[src/rtl/bcd_rtc_pkg.sv]
package bcd_rtc_pkg;

    localparam int NIB      = 4;
    localparam int N_DIGITS = 15;

    localparam int SEC_U = 0;
    localparam int SEC_T = 1;
    localparam int MIN_U = 2;
    localparam int MIN_T = 3;
    localparam int HR_U  = 4;
    localparam int HR_T  = 5;
    localparam int WDAY  = 6;
    localparam int DAY_U = 7;
    localparam int DAY_T = 8;
    localparam int MON_U = 9;
    localparam int MON_T = 10;
    localparam int YR_U  = 11;
    localparam int YR_T  = 12;
    localparam int YR_H  = 13;
    localparam int YR_K  = 14;

    localparam logic [3:0] CTRL_ADDR = 4'hf;
    localparam int CTRL_BUSY_BIT = 0;
    localparam int CTRL_STOP_BIT = 1;
    localparam int CTRL_BANK_LSB = 2;

    typedef logic [NIB-1:0] nib_t;
    typedef logic [N_DIGITS-1:0][NIB-1:0] digits_t;

    // Power-on calendar: 2000-01-01 00:00:00, weekday 0
    function automatic digits_t reset_time();
        digits_t t;
        t        = '0;
        t[DAY_U] = 4'd1;
        t[MON_U] = 4'd1;
        t[YR_K]  = 4'd2;
        return t;
    endfunction

endpackage

[src/rtl/rtc_calendar_next.sv]
module rtc_calendar_next
    import bcd_rtc_pkg::*;
(
    input  digits_t cur,
    output digits_t nxt
);

    // Two-digit step: wraps to {0,restart} after reaching {lim_t,lim_u}
    // Result = {carry, tens, units}
    function automatic logic [8:0] step2(nib_t u, nib_t t, nib_t lim_t, nib_t lim_u, nib_t restart);
        if (t == lim_t && u == lim_u) return {1'b1, 4'd0, restart};
        else if (u == 4'd9)          return {1'b0, t + 4'd1, 4'd0};
        else                         return {1'b0, t, u + 4'd1};
    endfunction

    function automatic logic [7:0] month_end(nib_t mt, nib_t mu, logic leap);
        logic [7:0] m;
        m = 8'(mt) * 8'd10 + 8'(mu);
        case (m)
            8'd2:                       return leap ? {4'd2, 4'd9} : {4'd2, 4'd8};
            8'd4, 8'd6, 8'd9, 8'd11:    return {4'd3, 4'd0};
            default:                    return {4'd3, 4'd1};
        endcase
    endfunction

    logic [7:0] yr_lo, yr_hi, dim;
    logic       leap;
    logic [8:0] s_r, m_r, h_r, d_r, mo_r;

    always_comb begin
        yr_lo = 8'(cur[YR_T]) * 8'd10 + 8'(cur[YR_U]);
        yr_hi = 8'(cur[YR_K]) * 8'd10 + 8'(cur[YR_H]);
        leap  = (yr_lo[1:0] == 2'b00) && ((yr_lo != 8'd0) || (yr_hi[1:0] == 2'b00));
        dim   = month_end(cur[MON_T], cur[MON_U], leap);

        nxt  = cur;
        s_r  = step2(cur[SEC_U], cur[SEC_T], 4'd5, 4'd9, 4'd0);
        m_r  = step2(cur[MIN_U], cur[MIN_T], 4'd5, 4'd9, 4'd0);
        h_r  = step2(cur[HR_U],  cur[HR_T],  4'd2, 4'd3, 4'd0);
        d_r  = step2(cur[DAY_U], cur[DAY_T], dim[7:4], dim[3:0], 4'd1);
        mo_r = step2(cur[MON_U], cur[MON_T], 4'd1, 4'd2, 4'd1);

        {nxt[SEC_T], nxt[SEC_U]} = s_r[7:0];
        if (s_r[8]) begin
            {nxt[MIN_T], nxt[MIN_U]} = m_r[7:0];
            if (m_r[8]) begin
                {nxt[HR_T], nxt[HR_U]} = h_r[7:0];
                if (h_r[8]) begin
                    nxt[WDAY] = (cur[WDAY] >= 4'd6) ? 4'd0 : cur[WDAY] + 4'd1;
                    {nxt[DAY_T], nxt[DAY_U]} = d_r[7:0];
                    if (d_r[8]) begin
                        {nxt[MON_T], nxt[MON_U]} = mo_r[7:0];
                        if (mo_r[8]) begin
                            for (int i = YR_U; i <= YR_K; i++) begin
                                if (i == YR_U || nxt[i-1] == 4'd0 && cur[i-1] == 4'd9)
                                    nxt[i] = (cur[i] == 4'd9) ? 4'd0 : cur[i] + 4'd1;
                            end
                        end
                    end
                end
            end
        end
    end

    // Seconds units stay a decimal digit if they started as one
    always_comb begin
        if (cur[SEC_U] <= 4'd9)
            a_sec_units_decimal_r6: assert (nxt[SEC_U] <= 4'd9);
    end

endmodule

[src/rtl/rtc_scratch_bank.sv]
module rtc_scratch_bank
    import bcd_rtc_pkg::*;
#(
    parameter int DEPTH = 15
) (
    input  logic       clk,
    input  logic       rst_n,
    input  logic       wr_en,
    input  logic [3:0] addr,
    input  nib_t       wdata,
    output nib_t       rdata
);

    typedef logic [DEPTH-1:0][NIB-1:0] store_t;

    store_t mem_d, mem_q;

    always_comb begin
        mem_d = mem_q;
        if (wr_en && 32'(addr) < DEPTH)
            mem_d[addr] = wdata;
        rdata = (32'(addr) < DEPTH) ? mem_q[addr] : '0;
    end

    always_ff @(posedge clk or negedge rst_n) begin
        if (!rst_n) mem_q <= '0;
        else        mem_q <= mem_d;
    end

endmodule

[src/rtl/bcd_rtc_core.sv]
module bcd_rtc_core
    import bcd_rtc_pkg::*;
#(
    parameter int BUSY_CYCLES   = 4,
    parameter int SCRATCH_BANKS = 2,
    parameter int DW            = 8
) (
    input  logic          clk,
    input  logic          rst_n,
    input  logic          sec_tick,
    input  logic          reg_en,
    input  logic          reg_we,
    input  logic [3:0]    reg_addr,
    input  logic [DW-1:0] reg_wdata,
    output logic [DW-1:0] reg_rdata
);

    localparam int CW = $clog2(BUSY_CYCLES + 1);
    localparam logic [CW-1:0] BUSY_LOAD = CW'(BUSY_CYCLES);

    typedef struct packed {
        digits_t       tm;
        logic          stop;
        logic [1:0]    bank;
        logic [CW-1:0] busy_cnt;
        logic [DW-1:0] rdata;
    } state_t;

    state_t  s_d, s_q;
    digits_t tm_next;
    nib_t    scr_rd [1:SCRATCH_BANKS];
    nib_t    rd_nib;
    logic    wr_any, ctrl_hit, advance;

    assign wr_any   = reg_en && reg_we;
    assign ctrl_hit = (reg_addr == CTRL_ADDR);

    rtc_calendar_next u_next (
        .cur (s_q.tm),
        .nxt (tm_next)
    );

    for (genvar g = 1; g <= SCRATCH_BANKS; g++) begin : g_scratch
        rtc_scratch_bank #(.DEPTH(N_DIGITS)) u_bank (
            .clk   (clk),
            .rst_n (rst_n),
            .wr_en (wr_any && !ctrl_hit && s_q.bank == 2'(g)),
            .addr  (reg_addr),
            .wdata (reg_wdata[NIB-1:0]),
            .rdata (scr_rd[g])
        );
    end

    always_comb begin
        s_d     = s_q;
        advance = (s_q.busy_cnt == CW'(1));

        // busy window: opened by an accepted tick, advance lands as it closes
        if (s_q.busy_cnt != '0)
            s_d.busy_cnt = s_q.busy_cnt - CW'(1);
        else if (sec_tick && !s_q.stop)
            s_d.busy_cnt = BUSY_LOAD;

        if (advance)
            s_d.tm = tm_next;

        // host write overlays the advance
        if (wr_any) begin
            if (ctrl_hit) begin
                s_d.stop = reg_wdata[CTRL_STOP_BIT];
                s_d.bank = reg_wdata[CTRL_BANK_LSB +: 2];
            end else if (s_q.bank == 2'd0) begin
                s_d.tm[reg_addr] = reg_wdata[NIB-1:0];
            end
        end

        rd_nib = '0;
        if (ctrl_hit)
            rd_nib = {s_q.bank, s_q.stop, s_q.busy_cnt != '0};
        else if (s_q.bank == 2'd0)
            rd_nib = s_q.tm[reg_addr];
        else
            for (int b = 1; b <= SCRATCH_BANKS; b++)
                if (s_q.bank == 2'(b)) rd_nib = scr_rd[b];

        if (reg_en && !reg_we)
            s_d.rdata = {{(DW-NIB){1'b0}}, rd_nib};
    end

    always_ff @(posedge clk or negedge rst_n) begin
        if (!rst_n) begin
            s_q          <= '0;
            s_q.tm       <= reset_time();
        end else begin
            s_q <= s_d;
        end
    end

    assign reg_rdata = s_q.rdata;

    p_ctrl_bank_readback_r3: assert property (@(posedge clk) disable iff (!rst_n)
        (reg_en && !reg_we && ctrl_hit) |=> reg_rdata[3:2] == $past(s_q.bank));

    p_bank_select_write_r3: assert property (@(posedge clk) disable iff (!rst_n)
        (wr_any && ctrl_hit) |=> s_q.bank == $past(reg_wdata[3:2]));

    p_tick_opens_window_r4: assert property (@(posedge clk) disable iff (!rst_n)
        (sec_tick && !s_q.stop && s_q.busy_cnt == '0) |=> s_q.busy_cnt == BUSY_LOAD);

    p_digits_frozen_in_window_r4: assert property (@(posedge clk) disable iff (!rst_n)
        (s_q.busy_cnt > CW'(1) && !wr_any) |=> $stable(s_q.tm));

    p_stop_holds_time_r5: assert property (@(posedge clk) disable iff (!rst_n)
        (s_q.stop && s_q.busy_cnt == '0 && !wr_any) |=> ($stable(s_q.tm) && s_q.busy_cnt == '0));

    p_busy_blocks_tick_r12: assert property (@(posedge clk) disable iff (!rst_n)
        (s_q.busy_cnt != '0) |=> s_q.busy_cnt == $past(s_q.busy_cnt) - CW'(1));

endmodule

[config.mk]
export PLATFORM = sky130hd
export DESIGN_NAME = bcd_rtc_core
export DESIGN_NICKNAME = d
export VERILOG_FILES = /design/src/rtl/bcd_rtc_pkg.sv /design/src/rtl/rtc_calendar_next.sv /design/src/rtl/rtc_scratch_bank.sv /design/src/rtl/bcd_rtc_core.sv
export SDC_FILE = /design/constraint.sdc
export NUM_CORES = 1
export LEC_CHECK = 0
export ABC_AREA = 1
export ABC_CLOCK_PERIOD_IN_PS = 4400
export BUFFER_PORTS_ARGS = -buffer_cell sky130_fd_sc_hd__buf_4
export CORE_MARGIN = 4
export CORE_UTILIZATION = 30
export DETAILED_ROUTE_END_ITERATION = 10
export HOLD_SLACK_MARGIN = 0.12
export SLEW_MARGIN = 10
export SYNTH_ARGS = -nofsm -noshare
export SYNTH_HDL_FRONTEND = slang
export SYNTH_HIERARCHICAL = 1
export SYNTH_SLANG_ARGS = --single-unit
[constraint.sdc]
create_clock -name clk -period 4.4 [get_ports clk]
set_input_delay 0.66 -clock clk [delete_from_list [all_inputs] [get_ports clk]]
set_output_delay 0.66 -clock clk [all_outputs]
set_load 0.02 [all_outputs]
; After elaboration in Yosys (flattened, before gate mapping)
; Cells that the tools add are included.
[classes]
addsub = 19
mul = 3
div = 0
n_lt_le_gt_ge = 4
n_eq_ne = 26
shifts = 0
mux = 64
bitwise = 0
reduce_logical = 33
[ops]
columns = operator, count
row1 = $bwmux 60, 3
row2 = $mux 60, 3
row3 = $mux 4, 33
row4 = $mux 63, 1
row5 = $add 4x1->4 const B, 15
row6 = $mux 52, 1
row7 = $bmux 4 s4, 3
row8 = $mux 9, 5
row9 = $mux 44, 1
row10 = $eq 4x4->1 const B, 10
row11 = $mux 8, 5
row12 = $mux 36, 1
row13 = $mux 24, 1
row14 = $logic_and 1x1->1, 18
row15 = $add 8x4->8, 2
row16 = $demux 4 s4, 1
row17 = $eq 8x3->1 const B, 2
row18 = $eq 8x4->1 const B, 2
row19 = $mux 16, 1
row20 = $pmux 8 s2, 1
row21 = $mul 4x3->7 const B, 2
row22 = $eq 4x2->1 const B, 3
row23 = $logic_not 4->1, 3
row24 = $mux 3, 3
row25 = 23 further kinds, 29
[word_totals]
regBits = 190
latchBits = 0
ram_bits = 0
rom_bits = 0
inputBits = 17
mem_count = 0

; Logic depth before layout (Yosys ltp)
[depth]
depth_word = 43
depth_mapped = 24
ltp_nobuf = 24

; Modules after synthesis
; Netlist, hierarchy kept.
[by_module_without_submodules]
columns = mod, n_inst, cells_per_inst, area_each_um2, seq_area_each_um2
row1 = rtc_scratch_bank, 2, 387, 2931.6, 1501.4
row2 = bcd_rtc_core, 1, 548, 4265.3, 1755.4
row3 = rtc_calendar_next, 1, 476, 2686.3, 0.0

; Worst setup path before layout
; Ideal clock, no wire load.
[synth_timing]
path_type = register to register
start = register s_q[55] (netlist bit)
end = register s_q[68] (netlist bit)
arrival_time_ns = 3.140
path_slack_ns = 1.126
path_stages_with_launch = 24
period_less_slack_ns = 3.274
path_cell_list = dfrtp_1 ha_1 ha_1 fa_1 inv_1 nand3_1 nand2_1 clkinv_1 nand2_2 nor2_4 nand3_2 nand2_1 inv_2 nor2_4 nand2_2 nor2_4 nand2_4 nor2_8 nand3_1 nand2_1 inv_1 mux2_2 nand2_1 o21ai_0
[synth_lines]
columns = element, line
row1 = "start, declared", bcd_rtc_core.sv:29  ; state_t s_d, s_q;

==> flow_summary_export.csv <==
group,metric,value,unit
die,ioPinCount,25,
finish,final_common_cell,"nand2_1",
setup_path,endpoint_kind,"flip-flop",
timing,setup_tns,0,ns
finish,n_antenna_cell,0,
setup_path,r2r_start,"s_q[57]$_DFF_PN0_",
detailed_routing,via_per_inst,4.87,
job,cap_violations,0,
timing,grt_setup_unrepaired,"no",
outcome,status,"completed",
clock_network,cts_buffers,17,
clock_network,h-tree-depth,4,
yosys,ys_seq_area_share,37.1,%
setup_path,crit_path_cell_trace,"ha_1, ha_1, fa_1, inv_1, nand3_1, nand2_1, clkinv_1, nand2_2, nor2_4, nand2_1, nor2_2, nand2_1, nand3_2, nand3_4, nor2_4, buf_4, nand4_1, nand2_1, nand2_1, mux2_2, nand2_1, o21ai_0",
setup_path,max_stage_delay,0.55,ns
clock_network,cts_setup_buffers,0,
placement,hpwl,22.9,mm
pwr,ir_worst_vdd,0.317,mV
setup_path,cp.required,4.70,ns
pwr,powerDensity,469,nW/um^2
setup_path,criticalPathCategory,"flip-flop to flip-flop",
clock_network,hold_buffers,0,
timing,tightest_slew,0.801,ns
finish,areaGrowthSynthToFinish,8.57,%
finish,utilization,33.0,%
timing,fin_worst_skew,0.00859,ns
die,die_height,215,um
yosys,synth_top_area_share,36.5,%
global_route,track_usage,14.7,%
detailed_routing,vias,11400,
setup_path,rrSetupSlack,0.67,ns
clock_network,cts_root_buffer,"clkbuf_16",
hold_path,hp-class,"input port to async pin",
setup_path,cp_top_family,"simple AND/OR/NAND/NOR gates",
global_route,first_global_vias,11200,
global_route,gr-total-overflow,0,
detailed_routing,wl,33.8,mm
setup_path,crit_cells,22,
finish,nFillCells,4519,
detailed_routing,drt_first_pass_iters,6,
die,dieArea,46100,um^2
yosys,synthCells,1798,
global_route,grt_pass1_wl,56.6,mm
pwr,leakage,6.87,nW
setup_path,crit_arrival,4.03,ns
yosys,synthDistinctLibCells,49,
setup_path,r2r_cells,22,
timing,finalHoldViolations,0,
yosys,yosys.area.top_type,"dfrtp_1",
clock_network,cts_sinks,190,
clock_network,post_cts_resized,0,
setup_path,critical-path-slowest-cell,"fa_1",
yosys,syn_area_per_cell,7.13,um^2
timing,finalSetupViolCount,0,
detailed_routing,detail-route-antenna-nets,0,
placement,port-buffer-count,16,
die,initial_core_util,30.4,%
die,die_x,215,um
clock_network,cts_max_path_buffers,2,
yosys,syn_area,12800,um^2
setup_path,crit_top_cell,"nand2_1",
finish,final_cells,2330,
global_route,grt_max_degree,91,
timing,finalMaxSlewViolations,0,
setup_path,cp-start-kind,"flip-flop",
finish,most-common-layout-cells,"nand2_1 (686), dfrtp_1 (187), o21ai_0 (138)",
finish,drive_gt1_share,10.6,%
clock_network,insertion_delay,0.44,ns
die,row_count,75,
die,core,42100,um^2
clock_network,tritoncts,"built",
detailed_routing,post_drt_wl_per_cell,14.5,um
yosys,ys_ff_latch,190,
timing,min_period_over_period,84.8,%
detailed_routing,drc,0,
setup_path,reg2reg_to,"s_q[64]$_DFF_PN0_",
setup_path,cp.buffers_inverters,3,
yosys,synth_area_leaders,"dfrtp_1 (37%), nand2_1 (20%), o21ai_0 (5.4%)",
finish,nets,1835,
timing,max-slew-margin-rel,46.2,%
detailed_routing,first_iter_violations,883,
global_route,antenna_found_initial,0,
clock_network,clkTransAtPathRegs,0.08,ns
setup_path,cp_max_fo,7,
placement,dp_cells,2299,
placement,place.gp.congestion,0.900,
finish,final_area,13900,um^2
timing,min_period,3.73,ns
timing,fmax,268,MHz
placement,placed_area,13300,um^2
yosys,yosysWarnings,6,
## routing by layer
layer	wire [um]	GRT usage, %
met5	0	0
met4	579	3.59
met3	1540	2.14
met2	15400	24.3
met1	16300	20.3
## sequential cells by signal, summed over array words and instances, names as in the netlist
name                    count
s_q                        66
g_scratch.u_bank/mem_q    120
reg_rdata                   4
## cell type report
class | instances | area [um^2] | share of cell area, %
Multi-Input combinational cell | 1398 | 7130 | 51.3
Sequential cell | 190 | 4760 | 34.2
Tap cell | 539 | 674 | 4.85
Inverter | 147 | 552 | 3.97
Clock buffer | 18 | 439 | 3.16
Timing Repair Buffer | 25 | 206 | 1.48
Clock inverter | 13 | 150 | 1.08
## per-stage QoR
stage | hold WS, ns | total power, mW | setup slack, ns
finish | 0.218 | 6.52 | 0.668
global route | 0.253 | 7.06 | 0.345
CTS | 0.230 | 6.57 | 0.645
detailed placement | 0.473 | 4.97 | 0.678
global placement | 0.466 | 4.91 | 0.702
floorplan | 0.364 | 4.41 | 1.13
## where the power goes
part           switching (mW)  internal [mW]  total [mW]
combinational            1.39           1.01        2.40
sequential              0.447           2.10        2.55
clock                   0.801          0.774        1.57
## worst max path at each step
stage	start	to	slack, ns
floorplan	s_q[55]$_DFF_PN0_	s_q[68]$_DFF_PN0_	1.13
global placement	s_q[57]$_DFF_PN0_	s_q[66]$_DFF_PN0_	0.70
detailed placement	s_q[57]$_DFF_PN0_	s_q[66]$_DFF_PN0_	0.68
CTS	s_q[57]$_DFF_PN0_	s_q[64]$_DFF_PN0_	0.64
global route	s_q[57]$_DFF_PN0_	s_q[66]$_DFF_PN0_	0.35
finish	s_q[57]$_DFF_PN0_	s_q[64]$_DFF_PN0_	0.67
## logic make-up after synthesis
group                      Yosys count  share of synthesized area (%)
adders and majority gates           39                           4.04
DFF                                190                           37.1
buffers and inverters              213                           7.33
xor gates and xnor gates            10                          0.683
and+or+nand+nor                   1027                           35.5
other                                1                         0.0293
muxes                               50                           4.37
AOI/OAI and AO/OA                  268                           10.9
## cells in the mapped netlist, drive strengths merged
library cell  instances
clkinv                2
xor2                  6
conb                  1
nor4                  6
o22ai                 7
o21ai               161
a21oi                72
o211ai                2
a31oi                17
o21bai                2
fa                    4
or2                   3
nor2                158
inv                 145
dfstp                 3
nand4                29
clkbuf               19
xnor2                 4
mux2i                 2
o31ai                 2
nor3                 18
nand2               705
dfrtp               187
mux2                 48
nor3b                 1
buf                  47
ha                   35
o2111ai               1
a21boi                1
o21a                  2
a22oi                 1
nand3b                1
nand3               106
No activity file was read; power rests on OpenSTA's default activity.
